<file path="src/rtl/lbx_pkg.sv">
package lbx_pkg;

    // Partner of port k in slot t on an n-port cyclic Latin square
    function automatic int conn_of(int t, int k, int n);
        return (t + n - k) % n;
    endfunction

endpackage

</file>
<file path="src/rtl/lbx_slot_sched.sv">
module lbx_slot_sched #(
    parameter int N_PORTS = 4,
    parameter int SLOT_W  = (N_PORTS > 1) ? $clog2(N_PORTS) : 1
) (
    input  logic                            clk,
    input  logic                            rst_n,
    output logic [SLOT_W-1:0]               slot_o,
    output logic [N_PORTS-1:0][SLOT_W-1:0]  conn_o
);

    typedef struct packed {
        logic [SLOT_W-1:0] slot;
    } sched_t;

    sched_t s_q, s_d;

    always_comb begin
        s_d = s_q;
        if (s_q.slot == SLOT_W'(N_PORTS - 1)) begin
            s_d.slot = '0;
        end else begin
            s_d.slot = s_q.slot + SLOT_W'(1);
        end
    end

    always_ff @(posedge clk) begin
        if (!rst_n) begin
            s_q <= '0;
        end else begin
            s_q <= s_d;
        end
    end

    assign slot_o = s_q.slot;

    // Connection map is purely combinational from the slot number
    always_comb begin
        for (int k = 0; k < N_PORTS; k++) begin
            conn_o[k] = SLOT_W'(lbx_pkg::conn_of(int'(s_q.slot), k, N_PORTS));
        end
    end

    // Receivers covered in this slot, for the bijection check
    logic [N_PORTS-1:0] hit;
    always_comb begin
        hit = '0;
        for (int k = 0; k < N_PORTS; k++) begin
            hit[conn_o[k]] = 1'b1;
        end
    end

    p_slot_wrap_r2: assert property (@(posedge clk) disable iff (!rst_n)
        (slot_o == SLOT_W'(N_PORTS - 1)) |=> (slot_o == '0));

    p_slot_step_r2: assert property (@(posedge clk) disable iff (!rst_n)
        (slot_o != SLOT_W'(N_PORTS - 1)) |=> (slot_o == $past(slot_o) + SLOT_W'(1)));

    p_perm_bijective_r3: assert property (@(posedge clk) disable iff (!rst_n)
        (&hit));

endmodule

</file>
<file path="src/rtl/lbx_voq_bank.sv">
module lbx_voq_bank #(
    parameter int N_PORTS   = 4,
    parameter int DATA_W    = 8,
    parameter int VOQ_DEPTH = 4,
    parameter int CNT_W     = 16,
    parameter int SLOT_W    = (N_PORTS > 1) ? $clog2(N_PORTS) : 1
) (
    input  logic              clk,
    input  logic              rst_n,
    input  logic              push_vld,
    input  logic [SLOT_W-1:0] push_dest,
    input  logic [DATA_W-1:0] push_data,
    input  logic [SLOT_W-1:0] pop_sel,
    output logic              pop_vld,
    output logic [DATA_W-1:0] pop_data,
    output logic [CNT_W-1:0]  drop_cnt
);

    localparam int PTR_W = (VOQ_DEPTH > 1) ? $clog2(VOQ_DEPTH) : 1;
    localparam int OCC_W = $clog2(VOQ_DEPTH + 1);

    typedef struct packed {
        logic [N_PORTS-1:0][VOQ_DEPTH-1:0][DATA_W-1:0] mem;
        logic [N_PORTS-1:0][PTR_W-1:0]                 head;
        logic [N_PORTS-1:0][OCC_W-1:0]                 occ;
        logic [CNT_W-1:0]                              drops;
    } bank_t;

    bank_t b_q, b_d;
    logic              is_full;
    logic [PTR_W-1:0]  tail;

    always_comb begin
        b_d      = b_q;
        pop_vld  = (b_q.occ[pop_sel] != '0);
        pop_data = b_q.mem[pop_sel][b_q.head[pop_sel]];
        // Fullness uses the occupancy before this cycle's delivery
        is_full  = (b_q.occ[push_dest] == OCC_W'(VOQ_DEPTH));
        tail     = PTR_W'((int'(b_q.head[push_dest]) + int'(b_q.occ[push_dest])) % VOQ_DEPTH);

        if (pop_vld) begin
            if (b_q.head[pop_sel] == PTR_W'(VOQ_DEPTH - 1)) begin
                b_d.head[pop_sel] = '0;
            end else begin
                b_d.head[pop_sel] = b_q.head[pop_sel] + PTR_W'(1);
            end
            b_d.occ[pop_sel] = b_q.occ[pop_sel] - OCC_W'(1);
        end

        if (push_vld) begin
            if (is_full) begin
                b_d.drops = b_q.drops + CNT_W'(1);
            end else begin
                b_d.mem[push_dest][tail] = push_data;
                b_d.occ[push_dest]       = b_d.occ[push_dest] + OCC_W'(1);
            end
        end
    end

    always_ff @(posedge clk) begin
        if (!rst_n) begin
            b_q <= '0;
        end else begin
            b_q <= b_d;
        end
    end

    assign drop_cnt = b_q.drops;

    for (genvar k = 0; k < N_PORTS; k++) begin : g_occ_chk
        p_occ_bound_r7: assert property (@(posedge clk) disable iff (!rst_n)
            (b_q.occ[k] <= OCC_W'(VOQ_DEPTH)));
    end

    p_drop_step_r7: assert property (@(posedge clk) disable iff (!rst_n)
        (push_vld && is_full) |=> (drop_cnt == $past(drop_cnt) + CNT_W'(1)));

    p_drop_hold_r8: assert property (@(posedge clk) disable iff (!rst_n)
        !(push_vld && is_full) |=> $stable(drop_cnt));

endmodule

</file>
<file path="src/rtl/lb_rr_xbar.sv">
module lb_rr_xbar #(
    parameter int N_PORTS   = 4,
    parameter int DATA_W    = 8,
    parameter int VOQ_DEPTH = 4,
    parameter int CNT_W     = 16,
    localparam int SLOT_W   = (N_PORTS > 1) ? $clog2(N_PORTS) : 1
) (
    input  logic                              clk,
    input  logic                              rst_n,
    input  logic [N_PORTS-1:0]                in_valid,
    input  logic [N_PORTS-1:0][DATA_W-1:0]    in_data,
    input  logic [N_PORTS-1:0][SLOT_W-1:0]    in_dest,
    output logic [N_PORTS-1:0]                out_valid,
    output logic [N_PORTS-1:0][DATA_W-1:0]    out_data,
    output logic [N_PORTS-1:0][CNT_W-1:0]     drop_cnt,
    output logic [SLOT_W-1:0]                 slot
);

    logic [N_PORTS-1:0][SLOT_W-1:0] conn;

    lbx_slot_sched #(
        .N_PORTS (N_PORTS),
        .SLOT_W  (SLOT_W)
    ) u_sched (
        .clk    (clk),
        .rst_n  (rst_n),
        .slot_o (slot),
        .conn_o (conn)
    );

    // Spreading pass: intermediate m hears from input conn[m]
    logic [N_PORTS-1:0]             push_vld;
    logic [N_PORTS-1:0][SLOT_W-1:0] push_dest;
    logic [N_PORTS-1:0][DATA_W-1:0] push_data;
    logic [N_PORTS-1:0]             pop_vld;
    logic [N_PORTS-1:0][DATA_W-1:0] pop_data;

    always_comb begin
        for (int m = 0; m < N_PORTS; m++) begin
            push_vld[m]  = in_valid[conn[m]];
            push_dest[m] = in_dest[conn[m]];
            push_data[m] = in_data[conn[m]];
        end
    end

    for (genvar m = 0; m < N_PORTS; m++) begin : g_bank
        lbx_voq_bank #(
            .N_PORTS   (N_PORTS),
            .DATA_W    (DATA_W),
            .VOQ_DEPTH (VOQ_DEPTH),
            .CNT_W     (CNT_W),
            .SLOT_W    (SLOT_W)
        ) u_bank (
            .clk       (clk),
            .rst_n     (rst_n),
            .push_vld  (push_vld[m]),
            .push_dest (push_dest[m]),
            .push_data (push_data[m]),
            .pop_sel   (conn[m]),
            .pop_vld   (pop_vld[m]),
            .pop_data  (pop_data[m]),
            .drop_cnt  (drop_cnt[m])
        );
    end

    // Delivery pass: output o is fed by intermediate conn[o]
    typedef struct packed {
        logic [N_PORTS-1:0]             vld;
        logic [N_PORTS-1:0][DATA_W-1:0] data;
    } out_t;

    out_t o_q, o_d;

    always_comb begin
        o_d = o_q;
        for (int o = 0; o < N_PORTS; o++) begin
            o_d.vld[o]  = pop_vld[conn[o]];
            o_d.data[o] = pop_data[conn[o]];
        end
    end

    always_ff @(posedge clk) begin
        if (!rst_n) begin
            o_q <= '0;
        end else begin
            o_q <= o_d;
        end
    end

    assign out_valid = o_q.vld;
    assign out_data  = o_q.data;

    for (genvar o = 0; o < N_PORTS; o++) begin : g_out_chk
        p_out_quiet_r6: assert property (@(posedge clk) disable iff (!rst_n)
            !pop_vld[conn[o]] |=> !out_valid[o]);
    end

endmodule

</file>
<file path="config.mk">
export PLATFORM = sky130hd
export DESIGN_NAME = lb_rr_xbar
export DESIGN_NICKNAME = d
export VERILOG_FILES = /design/src/rtl/lbx_pkg.sv /design/src/rtl/lbx_slot_sched.sv /design/src/rtl/lbx_voq_bank.sv /design/src/rtl/lb_rr_xbar.sv
export SDC_FILE = /design/constraint.sdc
export NUM_CORES = 2
export LEC_CHECK = 0
export ABC_AREA = 1
export BUFFER_PORTS_ARGS = -buffer_cell sky130_fd_sc_hd__buf_4
export CAP_MARGIN = 40
export CELL_PAD_IN_SITES_DETAIL_PLACEMENT = 0
export CELL_PAD_IN_SITES_GLOBAL_PLACEMENT = 2
export CORE_ASPECT_RATIO = 1.75
export CORE_UTILIZATION = 35
export DETAILED_ROUTE_END_ITERATION = 8
export PLACE_DENSITY_LB_ADDON = 0.1
export SYNTH_ARGS = -nofsm -noshare
export SYNTH_HDL_FRONTEND = slang
export SYNTH_SLANG_ARGS = --single-unit
export TNS_END_PERCENT = 5
</file>
<file path="constraint.sdc">
create_clock -name clk -period 5.63 [get_ports clk]
set_input_delay 0 -clock clk [delete_from_list [all_inputs] [get_ports clk]]
set_output_delay 0 -clock clk [all_outputs]
set_load 0.005 [all_outputs]
</file>
## Word-level counts from Yosys, hierarchy flattened

Index checks and enable logic that the tools add are counted.
Widths: inputs -> output; s select.

| word-level totals | value |
|---|---|
| register bits | 694 |
| output and inout port bits | 102 |

| operators by class | value |
|---|---|
| muxes and demuxes | 172 |
| order comparisons | 28 |
| add/subtract/negate cells | 25 |
| bitwise gates (word level) | 13 |
| eq/ne operators | 9 |
| reductions and logical operators | 25 |

Operators by type and width:

| operator | count |
|---|---|
| $bwmux 128 | 4 |
| $bmux 32 s2 | 4 |
| $demux 32 s2 | 4 |
| $mux 32 | 8 |
| $bmux 8 s2 | 12 |
| $mux 8 | 20 |
| $mux 28 | 4 |
| $bwmux 12 | 8 |
| $mux 12 | 8 |
| $bmux 3 s2 | 12 |
| $add 16x1->16 const B | 4 |
| $demux 8 s2 | 4 |
| $mux 16 | 4 |
| $mux 3 | 20 |
| $bmux 2 s2 | 12 |
| $demux 3 s2 | 8 |
| $lt 2x3->1 const B | 16 |
| $and 8x8->8 | 4 |
| $bwmux 8 | 4 |
| $mux 2 | 16 |
| $not 8->8 | 4 |
| $ge 2x1->1 const B | 12 |
| $bmux 1 s2 | 8 |
| $demux 2 s2 | 4 |
| other kinds (14) | 68 |

## Depth between registers and ports, before layout

| depth | value |
|---|---|
| depth after elaboration | 14 |
| gate-level depth with buffers | 31 |
| gate-level depth less buffers | 21 |

## Cells and area by module

Synthesis repeated with hierarchy kept, for this count alone.

| second synthesis, totals | value |
|---|---|
| cells, all modules | 5696 |
| area total of the unflattened synthesis | 37013.0 µm² |

Modules (own cells, without submodules):

| module | seq. area each (µm²) | instances | cells an instance | area an instance (µm²) |
|---|---|---|---|---|
| lbx_voq_bank (g_bank[0].u_bank) | 3283.1 | 1 | 1293 | 8585.7 |
| lbx_voq_bank (g_bank[2].u_bank) | 3283.1 | 1 | 1254 | 8280.4 |
| lbx_voq_bank (g_bank[3].u_bank) | 3283.1 | 1 | 1250 | 8264.2 |
| lbx_voq_bank (g_bank[1].u_bank) | 3283.1 | 1 | 1259 | 8234.1 |
| lb_rr_xbar | 720.7 | 1 | 626 | 3539.6 |
| lbx_slot_sched | 40.0 | 1 | 14 | 108.9 |

## Worst setup path after synthesis

Ideal clock, no wire load.

| timing path | value |
|---|---|
| kind | register to register |
| start point | register u_sched.s_q (netlist bit u_sched.slot_o[0]) |
| end point | register g_bank[1].u_bank.b_q[18] (netlist bit) |
| period minus slack after synthesis | 4.898 ns |
| cell stages (with the launch flop) | 28 |
| path slack | 0.732 ns |
| required time | 5.503 ns |
| data arrival time | 4.771 ns |
| cells stage by stage | dfxtp_1 -> buf_6 -> inv_4 -> buf_8 -> buf_2 -> clkbuf_1 -> buf_2 -> buf_2 -> buf_2 -> ha_1 -> inv_2 -> buf_2 -> buf_4 -> buf_2 -> buf_2 -> a21oi_1 -> a32o_1 -> ha_1 -> ha_1 -> nor2_1 -> inv_1 -> o21ai_0 -> nand2_1 -> nand4_1 -> inv_1 -> ha_1 -> xnor2_1 -> a21oi_1 |

RTL lines:

| what | line | RTL |
|---|---|---|
| start, declared | lbx_slot_sched.sv:15 | `sched_t s_q, s_d;` |
| start signal, assigned | lbx_slot_sched.sv:28 | `s_q <= '0;` |
| start signal, assigned | lbx_slot_sched.sv:30 | `s_q <= s_d;` |
| end signal, assigned | lbx_voq_bank.sv:62 | `b_q <= '0;` |
| end signal, assigned | lbx_voq_bank.sv:64 | `b_q <= b_d;` |
| end, declared | lbx_voq_bank.sv:29 | `bank_t b_q, b_d;` |

==> results.md <==
* Run status: finished clean
* Proportion of synthesized chip area in sequential cells at 36.33%
* Yosys top cell area share at 36.33%
* Standard cell area after detailed placement at 39,810 um^2
* Setup TNS Final at 0 ns
* Via count at 36,140
* Clock latency on the worst-skew pair at 0.67 ns
* Worst-path maximum fanout at 33
* Clock tree root buffer cell: sky130_fd_sc_hd__clkbuf_16
* Sum of buffers and inverters on the critical path at 5
* Yosys reg bits at 694
* Total global-route track usage at 25.73%
* HP Class: in2reg
* First-pass GRT wire length at 215,900 um
* Peak ir drop on the vdd network at 0.2827 mV
* Area of the core at 108,500 um^2
* Layout cells sized above 1 at 9.139%
* Final HPWL from detailed placement at 99,310 um
* Rows at 160
* Slowest stage cell on the critical path: sky130_fd_sc_hd__dfxtp_4
* Die Span X at 251.9 um
* Warnings, synthesis at 0
* Filler cell count at 11,852
* Die height at 439.3 um
* Boundary pin count at 148
* PwrDens at 452.7 nW/um^2
* Clock sink total at 694
* Maximum buffer depth of the clock tree at 3
* Number of global-route vias before repair at 34,286
* Worst setup path category: reg2reg
* Via density per instance at 4.898
* Most common cell on crit path: sky130_fd_sc_hd__nand2_1
* Number of H-tree levels at 3
* TritonCTS clock tree: built
* Synthesized instance count at 5,951
* Yosys top cell by area: sky130_fd_sc_hd__dfxtp_1
* Top library cells by usage in the layout, fill and taps aside: sky130_fd_sc_hd__nand2_1 (1,554), sky130_fd_sc_hd__nor2_1 (1,194), sky130_fd_sc_hd__dfxtp_1 (692), sky130_fd_sc_hd__o21ai_0 (443), sky130_fd_sc_hd__inv_1 (397)
* Async set-or-reset flop fraction in the synthesized netlist at 0%
* # DRC at 0
* Number of synthesized flops with an enable pin at 0
* Average footprint of a synthesized cell at 6.426 um^2
* Count of endpoints failing hold in the final timing report at 0
* Antenna-violating nets left at 0
* Fmax at 0.2276 GHz
* Post-Synthesis Net Count at 6,025
* Largest stage delay on the critical path at 0.62 ns
* Die Footprint at 110,600 um^2
* Normalized max-slew margin at 32.25%
* PortBufs at 147
* Data arrival, critical path at 4.95 ns
* Cell chain of the critical path: clkinv_8, ha_4, inv_4, buf_4, nand3_1, nand2_1, nand2_1, nand2_1, nand2_1, nand2_1, inv_1, ha_1, inv_1, nand3_4, nor2_4, nand2_1, nand2_1, nor2_1
* Leading cell type in the layout, fill and taps excluded: sky130_fd_sc_hd__nand2_1
* Count of cell types in the netlist at 50
* Initial antenna violation count at 0
* Worst-Margin Slew at 1.016 ns
* Static Leak at 0.01801 uW
* Maximum number of pins on one net before global-route repair at 188
* Final routed wire length divided by cell count at 19.50 um
* Max-slew violation count at 0
* Remaining global-route overflow at 0
* Max-cap violations at 0
* CP top delay family: buffers and inverters
* Post-Route Skew at 0.02077 ns
* P&R area growth vs syn at 10.87%
* TritonCTS Buffers at 74
* Dominant register cell in the synthesized netlist: sky130_fd_sc_hd__dfxtp_1
* Minimum clock period at 4.393 ns
* Clk slew on worst S/H paths at 0.07 ns
* Starting Density at 35.24%
* Cell types with the largest area share after synthesis: sky130_fd_sc_hd__dfxtp_1 (36%), sky130_fd_sc_hd__nand2_1 (15%), sky130_fd_sc_hd__nor2_1 (12%)
* Post-Synthesis Cell Area at 38,240 um^2
* Count of nets after finishing at 5,942
* GP Congestion at 0.8533
* Total of endpoints with negative setup slack in the final report at 0
* Final routed wirelength across all metal layers at 143,900 um
* RSZ-0062 raised after global routing: false
* Final Cycle Share at 78.03%
* Capturing element type of the critical path: flop
* Number of DRC markers in iteration 0 at 2,202
* Required time of the critical path at 6.19 ns
* Number of detailed-route iterations in the first pass at 6
* Worst setup SP type: flop
* Fin area at 42,400 um^2
[cells in the mapped netlist (2+ instances only)]
cell type,number
sky130_fd_sc_hd__nor4_1,7
sky130_fd_sc_hd__and2b_1,12
sky130_fd_sc_hd__o22ai_1,88
sky130_fd_sc_hd__nand2_2,35
sky130_fd_sc_hd__a32oi_2,4
sky130_fd_sc_hd__buf_4,106
sky130_fd_sc_hd__nand4_1,75
sky130_fd_sc_hd__nand2_4,10
sky130_fd_sc_hd__a22oi_1,7
sky130_fd_sc_hd__a211oi_1,4
sky130_fd_sc_hd__buf_6,22
sky130_fd_sc_hd__o21a_1,2
sky130_fd_sc_hd__nand3_2,24
sky130_fd_sc_hd__xor2_1,12
sky130_fd_sc_hd__nor2_4,46
sky130_fd_sc_hd__buf_2,87
sky130_fd_sc_hd__dfxtp_1,694
sky130_fd_sc_hd__buf_1,44
sky130_fd_sc_hd__nor3_1,40
sky130_fd_sc_hd__nand3_1,262
sky130_fd_sc_hd__inv_1,397
sky130_fd_sc_hd__o21ai_0,467
sky130_fd_sc_hd__nor2_1,1194
sky130_fd_sc_hd__clkinv_1,3
sky130_fd_sc_hd__xnor2_1,16
sky130_fd_sc_hd__nand2_8,2
sky130_fd_sc_hd__ha_1,28
sky130_fd_sc_hd__a21oi_1,256
sky130_fd_sc_hd__and3_1,16
sky130_fd_sc_hd__o21bai_1,2
sky130_fd_sc_hd__o21ai_1,23
sky130_fd_sc_hd__o21ai_2,3
sky130_fd_sc_hd__nor2b_1,180
sky130_fd_sc_hd__a32o_1,4
sky130_fd_sc_hd__nand2_1,1554
sky130_fd_sc_hd__nor2_2,17
sky130_fd_sc_hd__nand3_4,25
sky130_fd_sc_hd__inv_2,25
sky130_fd_sc_hd__clkbuf_1,147
[kinds of logic (layout without fill, tap and decap cells)]
kind of cell	count (synthesis)	count (layout)	share of synthesized area, %
XOR/XNOR	28	28	0.6413
AO/OA/AOI/OAI	864	864	11.93
buffers and inverters	833	802	9.969
AND/OR/NAND/NOR	3504	3504	40.22
other	0	1	0
adder cells (fa/ha/maj)	28	28	0.9161
flip-flops	694	694	36.33
[sequential cells by signal, indices dropped and copies added, names as in the netlist]
name and cells:
g_bank.u_bank.b_q 592, g_bank.u_bank.drop_cnt 64, out_data 32, out_valid 4, u_sched.slot_o 2
[path summary, 6_finish.rpt]
| path | from | endpoint | slack (ns) | depth (start not counted) |
|---|---|---|---|---|
| worst max-delay path | u_sched.slot_o[0] | g_bank[3].u_bank.b_q[148] | 1.24 | 18 |
| worst min-delay path | in_data[3] | g_bank[0].u_bank.b_q[119] | 0.06 | 9 |
| worst max register to register | u_sched.slot_o[0] | g_bank[3].u_bank.b_q[148] | 1.24 | 18 |
| worst min register to register | g_bank[3].u_bank.b_q[162] | g_bank[3].u_bank.b_q[162] | 0.48 | 2 |
[final cells by class]
cell class                 count  area [um^2]  share of cell area, %
antenna                        1        2.502               0.005902
inverter                     426         1617                  3.813
clock inverter                14        121.4                 0.2863
clock buffer                 114         2232                  5.265
tap                         1458         1824                  4.303
timing repair buffer         248         2122                  5.005
multi-input combinational   4424        20580                  48.54
sequential                   694        13900                  32.79
[metrics by stage]
stage / power [uW] / setup slack (ns) / util (%) / hold slack, ns / std cells
global route: 20380 / 0.8726 / 39.07 / 0.1065 / 7378
global placement: 14260 / 1.320 / 36.49 / 0.3693 / 7216
CTS: 19420 / 1.226 / 39.07 / 0.006022 / 7378
floorplan: 11490 / 0.7322 / - / 0.2842 / 5951
detailed placement: 14330 / 1.262 / 36.69 / 0.3691 / 7227
finish: 19190 / 1.237 / 39.08 / 0.06173 / 7379
[power breakdown]
| part | leakage (uW) | internal (uW) | total [uW] | switching [uW] |
|---|---|---|---|---|
| clock network | 0.00116 | 2770 | 4990 | 2220 |
| registers | 0.00563 | 5690 | 6130 | 449 |
| logic | 0.0112 | 2310 | 8070 | 5760 |
[worst reg2reg max path, stage by stage, from the launching register on]
cell                       delay [ns]
sky130_fd_sc_hd__dfxtp_4         0.62
sky130_fd_sc_hd__clkinv_8        0.25
sky130_fd_sc_hd__ha_4            0.38
sky130_fd_sc_hd__inv_4           0.23
sky130_fd_sc_hd__buf_4           0.45
sky130_fd_sc_hd__nand3_1         0.13
sky130_fd_sc_hd__nand2_1         0.14
sky130_fd_sc_hd__nand2_1         0.07
sky130_fd_sc_hd__nand2_1         0.06
sky130_fd_sc_hd__nand2_1         0.04
sky130_fd_sc_hd__nand2_1         0.13
sky130_fd_sc_hd__inv_1           0.06
sky130_fd_sc_hd__ha_1            0.50
sky130_fd_sc_hd__inv_1           0.43
sky130_fd_sc_hd__nand3_4         0.19
sky130_fd_sc_hd__nor2_4          0.38
sky130_fd_sc_hd__nand2_1         0.10
sky130_fd_sc_hd__nand2_1         0.07
sky130_fd_sc_hd__nor2_1          0.05
[per-layer routing]
| metal | vias to the layer above | part of all wire (%) | global-route usage (%) |
|---|---|---|---|
| li1 | 18559 | - | - |
| met1 | 16714 | 41 | 28.84 |
| met2 | 657 | 53 | 49.27 |
| met3 | 210 | 3.1 | 2.604 |
| met4 | 0 | 3.5 | 9.765 |
| met5 | - | 0 | 0 |
[what timing repair did]
| item | in CTS | in global routing |
|---|---|---|
| setup buffers | 0 | 0 |
| resized for setup | 0 | 0 |
| hold buffers | 23 | 0 |
| hold endpoints to repair | 86 | 0 |
Note: power is estimated with default switching activity, not from simulation.
